[config.mk]
export PLATFORM = sky130hd
export DESIGN_NAME = rfsm_reduced4
export DESIGN_NICKNAME = d
export VERILOG_FILES = /design/src/rtl/rfsm_pkg.sv /design/src/rtl/rfsm_next.sv /design/src/rtl/rfsm_state_reg.sv /design/src/rtl/rfsm_out_dec.sv /design/src/rtl/rfsm_reduced4.sv
export SDC_FILE = /design/constraint.sdc
export NUM_CORES = 1
export LEC_CHECK = 0
export BUFFER_PORTS_ARGS = -buffer_cell sky130_fd_sc_hd__buf_2
export CAP_MARGIN = 5
export CORE_AREA = 2 2 39 41
export DETAILED_ROUTE_END_ITERATION = 7
export DIE_AREA = 0 0 41 43
export HOLD_SLACK_MARGIN = 0.1
export PLACE_DENSITY_LB_ADDON = 0.05
export SYNTH_ARGS = -nofsm -noshare
export SYNTH_HDL_FRONTEND = slang
export SYNTH_HIERARCHICAL = 1
export SYNTH_SLANG_ARGS = --single-unit
[constraint.sdc]
create_clock -name clk -period 2 [get_ports clk]
set_input_delay 0.6 -clock clk [delete_from_list [all_inputs] [get_ports clk]]
set_output_delay 0.6 -clock clk [all_outputs]
set_load 0.005 [all_outputs]
[src/rtl/rfsm_pkg.sv]
// Shared definitions for the reduced four-state symbol tracker.
// Assumes a two-bit symbol and a binary state code of two bits.
package rfsm_pkg;

    localparam int SYM_W = 2;
    localparam int ST_W  = 2;

    // Binary state code; ST_P is the reset state.
    typedef enum logic [ST_W-1:0] {
        ST_P = 2'd0,
        ST_Q = 2'd1,
        ST_R = 2'd2,
        ST_S = 2'd3
    } state_t;

endpackage

[src/rtl/rfsm_next.sv]
// Next-state table of the reduced machine.
// Purely combinational; assumes cur_st always holds one of the four codes.
module rfsm_next
    import rfsm_pkg::*;
#(
    parameter int SW = SYM_W
) (
    input  state_t        cur_st,
    input  logic [SW-1:0] sym,
    output state_t        nxt_st
);

    // Look up the successor for the present state and symbol.
    always_comb begin
        nxt_st = cur_st;
        unique case (cur_st)
            ST_P: begin
                unique case (sym)
                    2'b00:   nxt_st = ST_P;
                    2'b01:   nxt_st = ST_Q;
                    2'b10:   nxt_st = ST_R;
                    default: nxt_st = ST_S;
                endcase
            end
            ST_Q: begin
                unique case (sym)
                    2'b00:   nxt_st = ST_P;
                    2'b01:   nxt_st = ST_S;
                    2'b10:   nxt_st = ST_Q;
                    default: nxt_st = ST_S;
                endcase
            end
            ST_R: begin
                unique case (sym)
                    2'b00:   nxt_st = ST_Q;
                    2'b01:   nxt_st = ST_S;
                    2'b10:   nxt_st = ST_R;
                    default: nxt_st = ST_P;
                endcase
            end
            default: begin
                unique case (sym)
                    2'b00:   nxt_st = ST_Q;
                    2'b01:   nxt_st = ST_P;
                    2'b10:   nxt_st = ST_P;
                    default: nxt_st = ST_S;
                endcase
            end
        endcase
    end

endmodule

[src/rtl/rfsm_state_reg.sv]
// State register with synchronous active-low reset to ST_P.
// Assumes rst_n is synchronous to clk.
module rfsm_state_reg
    import rfsm_pkg::*;
(
    input  logic   clk,
    input  logic   rst_n,
    input  state_t d_st,
    output state_t q_st
);

    // Capture the next state, or the reset state, on each rising edge.
    always_ff @(posedge clk) begin
        if (!rst_n) q_st <= ST_P;
        else        q_st <= d_st;
    end

endmodule

[src/rtl/rfsm_out_dec.sv]
// Moore output decode: the flag is a function of the state only.
// Assumes the input comes straight from the state register.
module rfsm_out_dec
    import rfsm_pkg::*;
(
    input  state_t cur_st,
    output logic   flag
);

    // Map each state to its output value.
    always_comb begin
        unique case (cur_st)
            ST_P, ST_R: flag = 1'b1;
            default:    flag = 1'b0;
        endcase
    end

endmodule

[src/rtl/rfsm_reduced4.sv]
// Top of the reduced four-state symbol tracker.
// Connects the next-state table, the state register and the output decode.
// Assumes one symbol per clock and a synchronous active-low reset.
module rfsm_reduced4
    import rfsm_pkg::*;
#(
    parameter int SW = SYM_W
) (
    input  logic          clk,
    input  logic          rst_n,
    input  logic [SW-1:0] sym_in,
    output logic          flag_out
);

    state_t state_q;
    state_t state_d;

    rfsm_next #(.SW(SW)) u_next (
        .cur_st (state_q),
        .sym    (sym_in),
        .nxt_st (state_d)
    );

    rfsm_state_reg u_reg (
        .clk   (clk),
        .rst_n (rst_n),
        .d_st  (state_d),
        .q_st  (state_q)
    );

    rfsm_out_dec u_dec (
        .cur_st (state_q),
        .flag   (flag_out)
    );

endmodule

[Word level (Yosys, flattened, before mapping)]
Index checks and enable logic that the tools add are counted.
Word-level totals
  register bits: 2
  input bits: 4
  output and inout port bits: 1
  logic and storage cells: 15
Operators by class
  equal/unequal tests: 4
  multiplexer cells: 6
  reduce and logical (&&, ||, !) cells: 4
Operators with widths (count)
  one-hot mux 2 bit (3 select lines): 3
  one-hot mux 2 bit (2 select lines): 2
  == test 2 x 1 -> 1 bit, second input constant: 2
  == test 2 bit, second input constant: 2
  zero test 2 bit: 2
  OR reduction 2 bit: 2
  two-way mux 1 bit: 1

[Depth between registers and ports, before layout]
  word-level depth: 4
  gate-level depth with buffers: 6

[Hierarchy]
Netlist, hierarchy kept.
By module, submodules not included
  rfsm_next: instances 1, cells an instance 20, area an instance 156.4 um2, seq. area each 0.0 um2
  rfsm_state_reg: instances 1, cells an instance 4, area an instance 52.6 um2, seq. area each 40.0 um2
  rfsm_out_dec: instances 1, cells an instance 1, area an instance 3.8 um2, seq. area each 0.0 um2

[Worst setup path before layout]
No wires, ideal clock.
  path type: input to register
  start point: in sym_in[0]
  end point: reg u_reg.q_st[1]
  setup time: 0.115 ns
  data arrival time: 1.293 ns
  required time: 1.885 ns
  path slack: 0.592 ns
  stages: 4
  path buffers: 0
  path through: ha_1 > o311ai_2 > o21ai_1 > and2_1
On the way
  longest elaborated chain between the ends: 4
Ends and longest elaborated chain
  start: declaration: line rfsm_reduced4.sv:11  | input logic [SW-1:0] sym_in,
  == test 2 x 1 -> 1 bit or == test 2 bit (tied branches)
  OR reduction 2 bit (no source line)
  one-hot mux 2 bit (2 select lines): line rfsm_next.sv:42  | unique case (sym)
  one-hot mux 2 bit (3 select lines) (*): line rfsm_next.sv:16  | unique case (cur_st)
  net state_d[1]: line rfsm_reduced4.sv:16  | state_t state_d;
  end signal: assignment: line rfsm_state_reg.sv:15  | else q_st <= d_st;
  end: declaration: line rfsm_state_reg.sv:9  | output state_t q_st
Mark *: on every way through the listed nets, which the timed path passes. The rest lies on a longest branch.
A chain may end at the register's enable or synchronous reset.

[Final worst setup path]
  start point: reg u_reg.q_st[0]
  end point: out flag_out
On the way
  longest elaborated chain between the ends: 3
Ends and longest elaborated chain
  == test 2 bit or zero test 2 bit (tied branches): line rfsm_out_dec.sv:12  | unique case (cur_st)
  OR reduction 2 bit (*): line rfsm_out_dec.sv:12
  two-way mux 1 bit (*): line rfsm_out_dec.sv:12
  end: declaration: line rfsm_reduced4.sv:12  | output logic flag_out
Every way passes the cells marked *; elsewhere a longest branch is shown, timed or not.

==> metrics.md <==
| Metric | Value |
|---|---|
| Cts repair resizes | `0` |
| Final worst path period share | `between 70% and 80%` |
| Ant. Diodes | `0` |
| Syn Area/Cell | `about 8.5 um^2` |
| CTS root buffer | `clkbuf_4` |
| Maximum vdd drop | `0.0992 mV` |
| Worst reg2reg setup slack | `0.87 ns` |
| Final setup viols | `0` |
| Die height | `between 40 and 50 um` |
| Fin nets | `41` |
| Initial antenna violation count | `0` |
| Area Growth Syn to Fin | `24.1%` |
| Antenna-violating nets left | `0` |
| Largest net degree at the start of global routing | `9` |
| Clock skew | `0.00640 ns` |
| Crit Reg-Reg Startpoint | `u_reg/q_st[0]$_SDFF_PN0_` |
| CTS HTree Levels | `1` |
| Total via count in the routed design | `176` |
| Worst R2R End | `u_reg/q_st[1]$_SDFF_PN0_` |
| Boundary pin count | `5` |
| Status | `complete, no violations` |
| Top delay family on crit path | `flip-flops` |
| Largest register FFs | `2` |
| Hold Path Class | `input pin to flip-flop` |
| CP max-delay cell | `dfxtp_1` |
| Placer Congestion | `around 0.67` |
| Unrepaired setup endpoints after global routing | `false` |
| Final hold violations | `0` |
| Clock slew at reported path FFs | `0.03 ns` |
| Clock sink count | `2` |
| Die width | `approximately 41 um` |
| Largest regs | `u_reg/q_st x2` |
| Worst Tran Pin Value | `between 0.3 and 0.4 ns` |
| CP Data Arrival Time | `slightly below 0.9 ns` |
| Pwr/cell area | `approximately 700 nW/um^2` |
| Avg Vias per Cell | `around 3.7` |
| Post-DP HPWL | `between 300 and 400 um` |
| Fin area | `approximately 260 um^2` |
| DIE AREA | `1760 um^2` |
| Num CTS Buffers | `3` |
| Setup repair bufs after CTS | `0` |
| Drt first pass iters | `3` |
| Min-delay src | `rst_n` |
| IO Port Bufs | `4` |
| Area after DPL | `241 um^2` |
| CP max FO | `8` |
| Syn nets | `33` |
| Slew Limit Fails | `0` |
| Hold Path Depth | `2` |
| Vias in the first global route | `roughly 180` |
| Clock Latency Late Sink | `around 0.22 ns` |
| Worst path bufs/invs | `2` |
| Slowest stage delay, CP | `~0.49 ns` |
| Layout cells sized above 1 | `25.8%` |
| Synth cell types | `14` |
| LEAKAGE | `between 0.1 and 0.15 nW` |
| WL/cell | `8.36 um` |
| Critical path startpoint category | `flip-flop` |
| Cells after Synth | `25` |
| Hold buffer count at CTS | `0` |
| Top reg by flops | `u_reg/q_st` |
| FF+latch count, synth | `2` |
| Slew HR | `~79%` |
| Final Critical Period | `1.49 ns` |
| Final wirelength | `around 400 um` |
| Core ar. | `roughly 1400 um^2` |
| # DRC | `0` |
| Yosys warning count | `6` |
| Total GRT Usage | `5.80%` |
| R2R depth | `4` |
| Critical Path RT | `between 1 and 1.5 ns` |
| Crit path kind | `flip-flop to primary output` |
| DR iter-0 viols | `3` |
| Sequential area share after synthesis | `18.8%` |
| Global-route wire length before repair | `about 610 um` |
| Chain of cells forming the critical path | `inv_1 > buf_2` |
| FILL cells | `165` |
| Worst Setup End Kind | `primary output` |
| Hold Path End | `u_reg/q_st[1]$_SDFF_PN0_` |
| Starting Density | `between 10% and 20%` |
| TNS Setup | `0 ns` |
| GR Overflow Total | `0` |
| Max Cap Violations | `0` |
| Achievable Freq | `about 0.67 GHz` |
| CTS tree | `yes` |
| Mapped Area | `approximately 210 um^2` |
| CTS Buffer Depth | `2` |
| Row count | `14` |
[per-stage QoR]
stage | total power [W] | util (%) | cells | hold WS, ns | setup slack (ns)
global placement | 0.0000977 | 17.5 | 44 | 0.647 | 0.396
finish | 0.000185 | 19.1 | 47 | 0.590 | 0.509
CTS | 0.000190 | 19.1 | 47 | 0.584 | 0.487
global route | 0.000206 | 19.1 | 47 | 0.589 | 0.402
detailed placement | 0.0000985 | 17.5 | 44 | 0.655 | 0.375
floorplan | 0.0000893 | - | 25 | 0.578 | 0.592
[synthesized netlist by cell type]
library cell / count / area share (%)
o311ai_2: 1 / 7.6
nor2b_1: 1 / 2.9
nor2_1: 1 / 1.8
o211ai_1: 1 / 3.5
nand2_1: 1 / 1.8
nor3b_1: 1 / 3.5
dfxtp_1: 2 / 19
mux2i_1: 2 / 9.4
buf_6: 1 / 5.3
ha_1: 4 / 24
inv_1: 5 / 8.8
o21ai_0: 1 / 2.4
o21ai_1: 2 / 4.7
and2_1: 2 / 5.9
[cell usage in the layout, fill, tap and decap left out]
master and count:
o21ai_1 2, nor3b_1 1, o311ai_2 1, clkbuf_4 3, ha_1 4, nor2_1 1
inv_1 5, dfxtp_1 2, o21ai_0 1, o211ai_1 1, and2_1 2, nor2b_1 1
nand2_1 1, mux2i_1 2, buf_2 4
[per-layer routing]
metal	global-route usage, %	share of wire [%]
met5	0	0
met4	8.00	0
met3	1.57	2.3
met2	7.19	50
met1	6.35	47
[worst register-to-register path: stages (launching register included)]
cell      delay [ns]
dfxtp_1         0.49
o21ai_0         0.18
o311ai_2        0.10
o21ai_1         0.10
and2_1          0.16
[power by group]
part / internal [W] / switching, W / leakage (nW) / total (W)
registers: 0.0000457 / 0.00000866 / 0.0166 / 0.0000543
clock network: 0.0000662 / 0.0000222 / 0.0138 / 0.0000883
logic: 0.0000236 / 0.0000186 / 0.0901 / 0.0000422
total: 0.000135 / 0.0000494 / 0.120 / 0.000185
[logic make-up after synthesis]
logic type	after synthesis	share of synthesized area [%]
flops	2	18.8
compound gates	5	18.2
fa+ha+maj	4	23.5
buf+inv	6	14.1
mux	2	9.41
simple gates	6	15.9
[final cells by class]
cell class | count | area [um^2] | share of cell area, %
inverter | 5 | 18.8 | 7.11
tap | 16 | 20.0 | 7.58
clock buffer | 3 | 22.5 | 8.53
multi-input combinational | 17 | 143 | 54.0
timing repair buffer | 4 | 20.0 | 7.58
sequential | 2 | 40.0 | 15.2
[how the worst max path moves through the flow]
stage          cells past startpoint                        to                      from
4_1_cts                            2                  flag_out  u_reg/q_st[0]$_SDFF_PN0_
5_1_grt                            2                  flag_out  u_reg/q_st[0]$_SDFF_PN0_
3_5_place_dp                       7  u_reg/q_st[0]$_SDFF_PN0_                 sym_in[0]
3_3_place_gp                       5  u_reg/q_st[1]$_SDFF_PN0_                 sym_in[0]
6_report                           2                  flag_out  u_reg/q_st[0]$_SDFF_PN0_
2_1_floorplan                      4  u_reg/q_st[1]$_SDFF_PN0_                 sym_in[0]
Power figures use the tool's default switching activity.
